===== src/rtl/uart_tx_brk.sv =====
module uart_tx_brk #(
  parameter int TICKS_PER_BIT = 16,
  parameter int SHORT_BITS    = 8
) (
  input  logic                clk,
  input  logic                rst_n,
  input  logic                tick,
  input  logic                tx_en,
  input  logic                brk_req,
  input  logic                nine_bit,
  input  logic                wr_valid,
  input  logic [SHORT_BITS:0] wr_data,
  output logic                txd,
  output logic                buf_empty,
  output logic                tx_done
);
  localparam int HW = SHORT_BITS + 1;
  localparam int FW = HW + 2;
  localparam int TW = $clog2(TICKS_PER_BIT);
  localparam int BW = $clog2(FW);
  localparam logic [1:0] K_DATA = 2'd0;
  localparam logic [1:0] K_IDLE = 2'd1;
  localparam logic [1:0] K_BRK  = 2'd2;
  localparam logic [1:0] K_MARK = 2'd3;

  logic          en_q, idle_pend, hold_full, active, nx_go;
  logic [HW-1:0] hold;
  logic [1:0]    kind, nx_kind;
  logic [FW-1:0] shreg, nx_pat;
  logic [TW-1:0] tcnt;
  logic [BW-1:0] bcnt, blast, nx_last;

  wire en_rise   = tx_en & ~en_q;
  wire bit_end   = active & tick & (tcnt == TW'(TICKS_PER_BIT - 1));
  wire frame_end = bit_end & (bcnt == blast);
  wire free      = ~active | frame_end;
  wire launch    = free & nx_go;
  wire [BW-1:0] char_last = nine_bit ? BW'(FW - 1) : BW'(FW - 2);
  wire [HW-1:0] payload   = nine_bit ? hold : {1'b1, hold[HW-2:0]};

  always_comb begin
    nx_go   = 1'b1;
    nx_kind = K_IDLE;
    nx_pat  = '1;
    nx_last = char_last;
    if (active && kind == K_BRK && !(brk_req && tx_en)) begin
      nx_kind = K_MARK;
      nx_last = '0;
    end else if (tx_en && (idle_pend || en_rise)) begin
      nx_kind = K_IDLE;
    end else if (tx_en && brk_req) begin
      nx_kind = K_BRK;
      nx_pat  = '0;
    end else if (tx_en && hold_full) begin
      nx_kind = K_DATA;
      nx_pat  = {1'b1, payload, 1'b0};
    end else begin
      nx_go = 1'b0;
    end
  end

  always_ff @(posedge clk or negedge rst_n) begin
    if (!rst_n) begin
      en_q      <= 1'b0;
      idle_pend <= 1'b0;
      hold      <= '0;
      hold_full <= 1'b0;
      active    <= 1'b0;
      kind      <= K_IDLE;
      shreg     <= '1;
      blast     <= '0;
      bcnt      <= '0;
      tcnt      <= '0;
    end else begin
      en_q <= tx_en;

      if (!tx_en)                           idle_pend <= 1'b0;
      else if (launch && nx_kind == K_IDLE) idle_pend <= 1'b0;
      else if (en_rise)                     idle_pend <= 1'b1;

      if (wr_valid) begin
        hold      <= wr_data;
        hold_full <= 1'b1;
      end else if (launch && nx_kind == K_DATA) begin
        hold_full <= 1'b0;
      end

      if (launch) begin
        active <= 1'b1;
        kind   <= nx_kind;
        shreg  <= nx_pat;
        blast  <= nx_last;
        bcnt   <= '0;
        tcnt   <= '0;
      end else if (frame_end) begin
        active <= 1'b0;
      end else if (active && tick) begin
        tcnt <= bit_end ? '0 : tcnt + 1'b1;
        if (bit_end) begin
          shreg <= {1'b1, shreg[FW-1:1]};
          bcnt  <= bcnt + 1'b1;
        end
      end
    end
  end

  assign txd       = ~active | shreg[0];
  assign buf_empty = ~hold_full;
  assign tx_done   = ~active & ~hold_full;
endmodule



===== config.mk =====
export PLATFORM = sky130hd
export DESIGN_NAME = uart_tx_brk
export DESIGN_NICKNAME = d
export VERILOG_FILES = /design/src/rtl/uart_tx_brk.sv
export SDC_FILE = /design/constraint.sdc
export NUM_CORES = 1
export LEC_CHECK = 0
export ABC_AREA = 1
export BUFFER_PORTS_ARGS = -buffer_cell sky130_fd_sc_hd__buf_2
export CAP_MARGIN = 20
export CORE_AREA = 2 2 63 80
export DETAILED_ROUTE_END_ITERATION = 8
export DIE_AREA = 0 0 65 82
export MAX_ROUTING_LAYER = met4
export RECOVER_POWER = 100
export SLEW_MARGIN = 40
export SYNTH_ARGS = -nofsm -noshare
export SYNTH_HDL_FRONTEND = slang
export SYNTH_SLANG_ARGS = --single-unit

===== constraint.sdc =====
create_clock -name clk -period 5.1 [get_ports clk]
set_clock_uncertainty 0.1 [all_clocks]
set_input_delay 0.765 -clock clk [delete_from_list [all_inputs] [get_ports clk]]
set_output_delay 0.765 -clock clk [all_outputs]
set_load 0.01 [all_outputs]

---- Word level (Yosys, flattened, before mapping) ----
Cells that the tools add are included.
cells by class
  $add $sub $neg .......................... 2
  equal/unequal tests ..................... 6
  muxes and demuxes ....................... 34
  bitwise gates (word level) .............. 11
  reductions and logical operators ........ 17
operators with widths
  cell                                            count
  2-to-1 mux 11 bit                               7
  2-to-1 mux 4 bit                                9
  2-to-1 mux 1 bit                                12
  2-to-1 mux 10 bit                               1
  2-to-1 mux 9 bit                                1
  adder 4 x 1 -> 4 bit (second input constant)    2
  logical AND 1 bit                               8
  2-to-1 mux 2 bit                                4
  nonzero test 2 bit                              4
  bitwise AND 1 bit                               6
  == test 4 bit                                   1
  == test 4 bit (second input constant)           1
  != test 3 x 1 -> 1 bit (second input constant)  1
  inverter 1 bit                                  3
  AND reduction 3 bit                             1
  == test 2 x 1 -> 1 bit (second input constant)  1
  == test 2 bit (second input constant)           1
  zero test 2 bit                                 1
  != test 2 x 1 -> 1 bit (second input constant)  1
  bitwise OR 1 bit                                2
  AND reduction 2 bit                             1
  zero test 1 bit                                 1
  logical OR 1 bit                                1
storage, ports and cells
  register bits after elaboration ......... 38
  bits of input ports ..................... 16
  output and inout bits ................... 3
  logic and storage cells ................. 80

---- Logic depth before layout (Yosys ltp) ----
  depth after elaboration ................. 10
  depth in mapped cells ................... 12
  gate-level depth less buffers ........... 11

---- Worst setup path after synthesis ----
OpenSTA, ideal clock, no wires.
  kind .................................... input -> register
  start point ............................. input port tick
  end point ............................... register bcnt[2]
  setup time .............................. 117 ps
  arrival ................................. 1,673 ps
  required time ........................... 4,883 ps
  slack ................................... 3,210 ps
  stages .................................. 10
  path buffers ............................ 1
  cells stage by stage .................... nand2_1 nor2_4 nand3_2 nand2_2 nand2_4 nand2_2 nand2_4 buf_8 nand2_2 nand2_1
on the way
  cells in the longest elaborated chain, start to end .. 7
  elaborated cells on any way between the ends .. 11
  those cells by class .................... 1 x eq/ne; 1 x mux; 5 x bitwise; 4 x reduce/logical
RTL lines
  what                                                                           line  source
  start: declaration                                                             7     input logic tick,
  bitwise AND 1 bit (2 in a row)                                                 34    wire bit_end = active & tick & (tcnt == TW'(TICKS_PER_BIT - 1));
  bitwise AND 1 bit                                                              35    wire frame_end = bit_end & (bcnt == blast);
  bitwise OR 1 bit                                                               36    wire free = ~active | frame_end;
  bitwise AND 1 bit                                                              37    wire launch = free & nx_go;
  != test 2 x 1 -> 1 bit (no source line) or nonzero test 2 bit (tied branches)  n/a
  AND reduction 3 bit (no source line)                                           n/a
  end signal: assignment                                                         101   bcnt <= bcnt + 1'b1;
  end: declaration                                                               31    logic [BW-1:0] bcnt, blast, nx_last;
Several ways; a longest one is shown, not always the timed one.
A chain may end at the register's enable or synchronous reset.

---- Worst setup path in the final report ----
  start point ............................. input port tx_en
  end point ............................... register bcnt[0]
on the way
  cells in the longest elaborated chain, start to end .. 8
  elaborated cells on any way between the ends .. 17
  those cells by class .................... 1 x eq/ne; 5 x mux; 2 x bitwise; 9 x reduce/logical
RTL lines
  what                                                                           line    source
  start: declaration                                                             8       input logic tx_en,
  logical AND 1 bit or bitwise AND 1 bit (tied branches)                         54, 33
  2-to-1 mux 1 bit or logical OR 1 bit (tied branches)                           54, 49
  2-to-1 mux 1 bit or logical AND 1 bit (tied branches)                          51, 49
  2-to-1 mux 1 bit                                                               49      end else if (tx_en && (idle_pend || en_rise)) begin
  2-to-1 mux 1 bit (*)                                                           46      if (active && kind == K_BRK && !(brk_req && tx_en)) begin
  bitwise AND 1 bit (*)                                                          37
  != test 2 x 1 -> 1 bit (no source line) or nonzero test 2 bit (tied branches)  n/a
  AND reduction 3 bit (no source line)                                           n/a
Mark *: on every way between the ends. The rest lies on a longest branch, timed or not.

==> results.py <==
metrics = {
    "critical_path": {
        "cp-start-kind": "primary input",
        "cp_data_required_time_ns": 5.18,
        "end_kind": "flip-flop",
        "cp_common_cell": "nand2_1",
        "critical_path_class": "in -> reg",
        "path_cells": "clkbuf_1 -> nand2_1 -> nand4_1 -> nand3_1 -> nand2_1 -> nand2_1 -> nand2_1 -> nand2_1 -> nand2_1",
        "slowest_stage": "nand2_1",
        "arrival_ns": 3.54,
        "path_max_fanout": 25,
        "slowest_delay_ns": 0.57,
    },
    "clocking": {
        "cts-root-buf": "clkbuf_8",
        "cts.htree.levels": 2,
        "clk_pin_slew_ns": 0.07,
        "cts_setup_buffers": 0,
        "ctsResizeCount": 0,
        "numClockSinks": 37,
        "cts_buffers": 5,
        "clock_path_buffers": 2,
        "ctsHoldBuffers": 0,
        "cts_tree": "done",
        "clock_latency_ns": 0.29,
    },
    "yosys": {
        "ys_warn_count": 0,
        "seq_area_frac_synth": 0.476,
        "syn-cell-area_um2": 1980,
        "syn_inst": 256,
        "synth_top_area_frac": 0.316,
        "syn_avg_cell_area_um2": 7.73,
        "synth_nets": 274,
        "synthTopCellsByArea": "dfrtp_1 (32%), nand2_1 (20%), dfstp_2 (16%), nand3_1 (6.6%), o21ai_0 (4.0%)",
        "yosys.area.top_type": "dfrtp_1",
        "ys_types": 22,
        "ys_ff_latch": 37,
    },
    "flow_run": {
        "drv_cap": 1,
    },
    "drt": {
        "wl_per_cell_um": 11.5,
        "drc": 0,
        "vias": 1559,
        "drt_pass1_iterations": 4,
        "vias_per_cell": 4.70,
        "wl_mm": 3.81,
        "ant_nets": 0,
        "drt_iter0_markers": 89,
    },
    "global_route": {
        "grt_max_degree": 38,
        "first_global_vias": 1586,
        "grt.met2_usage": 0.308,
        "grt_util_all_layers": 0.179,
        "grt_pass1_wl_mm": 7.16,
        "busiest_layer": "met2",
        "grtUsageMet1": 0.205,
        "overflow": 0,
        "antenna_found_initial": 0,
        "grtUsageMet3": 0.0425,
    },
    "floorplan": {
        "die_y_um": 82,
        "initial_core_util": 0.431,
        "die_area_um2": 5330,
        "core_area_um2": 4590,
        "ios": 19,
        "num_rows": 28,
        "die_x_um": 65,
    },
    "sta": {
        "rsz0062_at_grt": "false",
        "tns_ns": 0,
        "slew_violations": 38,
        "tightest_slew_ns": 1.94,
        "fmax_ghz": 0.289,
        "worst_hold_slack_ns": 0.365,
        "finalSetupViolCount": 0,
        "min_period_ns": 3.45,
        "timing.final.crit_share": 0.677,
        "hold_viol": 0,
        "slew-limit-headroom": -0.296,
    },
    "power_and_ir_drop": {
        "p_switching_uw": 322,
        "netSwitchingFraction": 0.325,
        "p_clk_frac": 0.265,
        "p_per_area_nw_per_um2": 459,
        "ir_worst_vdd_v": 0.000171,
        "pwr-share-comb": 0.267,
        "p_leak_nw": 1.15,
        "power_frac_seq": 0.468,
        "p_int_uw": 669,
        "power_uw": 992,
    },
    "place": {
        "portBuffers": 18,
        "placed_cell_area_um2": 2070,
        "dp_hpwl_mm": 2.73,
        "routabilityCongestion": 0.761,
    },
    "layout": {
        "drive_gt1_frac": 0.169,
        "n_antenna_cell": 0,
        "final_area_um2": 2160,
        "syn2layout_area_growth_pct": 9.11,
        "final_nets": 289,
    },
    "run_status": {
        "violations": "capacitance limit, slew limit",
        "status": "finished with violations",
    },
    "worst_hold_path": {
        "hold_class": "reg -> reg",
    },
}
## cell usage after synthesis, drive strengths merged
| library cell | number |
|---|---|
| o21ai | 17 |
| ha | 2 |
| inv | 19 |
| a21oi | 1 |
| xor2 | 4 |
| dfrtp | 25 |
| nand4 | 7 |
| nand2 | 121 |
| dfstp | 12 |
| buf | 6 |
| nor2 | 10 |
| clkinv | 1 |
| nand3 | 27 |
| clkbuf | 4 |
## power by group through the flow
| stage | sequential, mW | combinational [mW] | clock, mW |
|---|---|---|---|
| 2_1_floorplan | 0.458 | 0.232 | 0 |
| 3_3_place_gp | 0.471 | 0.270 | 0 |
| 3_5_place_dp | 0.470 | 0.276 | 0 |
| 4_1_cts | 0.466 | 0.276 | 0.270 |
| 5_1_grt | 0.479 | 0.321 | 0.282 |
| 6_report | 0.464 | 0.265 | 0.263 |
## flip-flops by register name, indices dropped and copies added (netlist names)
name and flops:
active 1, bcnt 4, blast 3, en_q 1, hold 9, hold_full 1, idle_pend 1, kind 2
shreg 11, tcnt 4
## cell type report
cell class,instances,area [um^2]
fill,505,2430
sequential,37,941
multi-input combinational,189,867
clock buffer,7,86.3
timing repair buffer,18,83.8
inverter,20,75.1
tap,60,75.1
clock inverter,1,30.0
## stage by stage
| stage | cells | setup WS [ns] | utilization |
|---|---|---|---|
| 2_1_floorplan | 256 | 3.21 | - |
| 3_3_place_gp | 324 | 2.22 | 0.451 |
| 3_5_place_dp | 324 | 2.07 | 0.452 |
| 4_1_cts | 332 | 2.38 | 0.477 |
| 5_1_grt | 332 | 1.08 | 0.470 |
| 6_report | 332 | 1.65 | 0.470 |
## routing by layer
layer  up-vias  wire (um)
met5         -          0
met4         0         53
met3         5        109
met2        18       1950
met1       699       1700
li1        837          -
## cells in the final DEF (no fill, tap or decap), drive strengths merged
master,instances
a21oi,1
buf,13
bufinv,1
clkbuf,12
clkinv,1
dfrtp,25
dfstp,12
ha,2
inv,19
nand2,121
nand3,27
nand4,7
nor2,10
o21ai,17
xor2,4
## cell families after synthesis
kind of cell             count (synthesis)  synth area share
buffers and inverters                   30            0.0746
XOR/XNOR                                 4            0.0177
flip-flops                              37             0.476
adder cells (fa/ha/maj)                  2            0.0126
AO/OA/AOI/OAI                           18            0.0474
AND/OR/NAND/NOR                        165             0.372
## worst paths after layout
kind / slack (ns) / from / end / cells after the start
min in group asynchronous: 0.91 / rst_n / bcnt[2]$_DFFE_PN0P_ / 1
worst max register to register: 2.02 / kind[0]$_DFFE_PN1P_ / bcnt[0]$_DFFE_PN0P_ / 8
worst max-delay path: 1.65 / tx_en / bcnt[0]$_DFFE_PN0P_ / 9
worst min register to register: 0.37 / shreg[6]$_DFFE_PN1P_ / shreg[6]$_DFFE_PN1P_ / 2
max in group asynchronous: 2.86 / rst_n / hold[1]$_DFFE_PN0P_ / 1
worst min-delay path: 0.37 / shreg[6]$_DFFE_PN1P_ / shreg[6]$_DFFE_PN1P_ / 2
## critical path: cells and delay by family
kind                   cells  cell delay, ns
buffers and inverters      1            0.11
AND/OR/NAND/NOR            8            2.66
(Power assumes the default switching activity.)
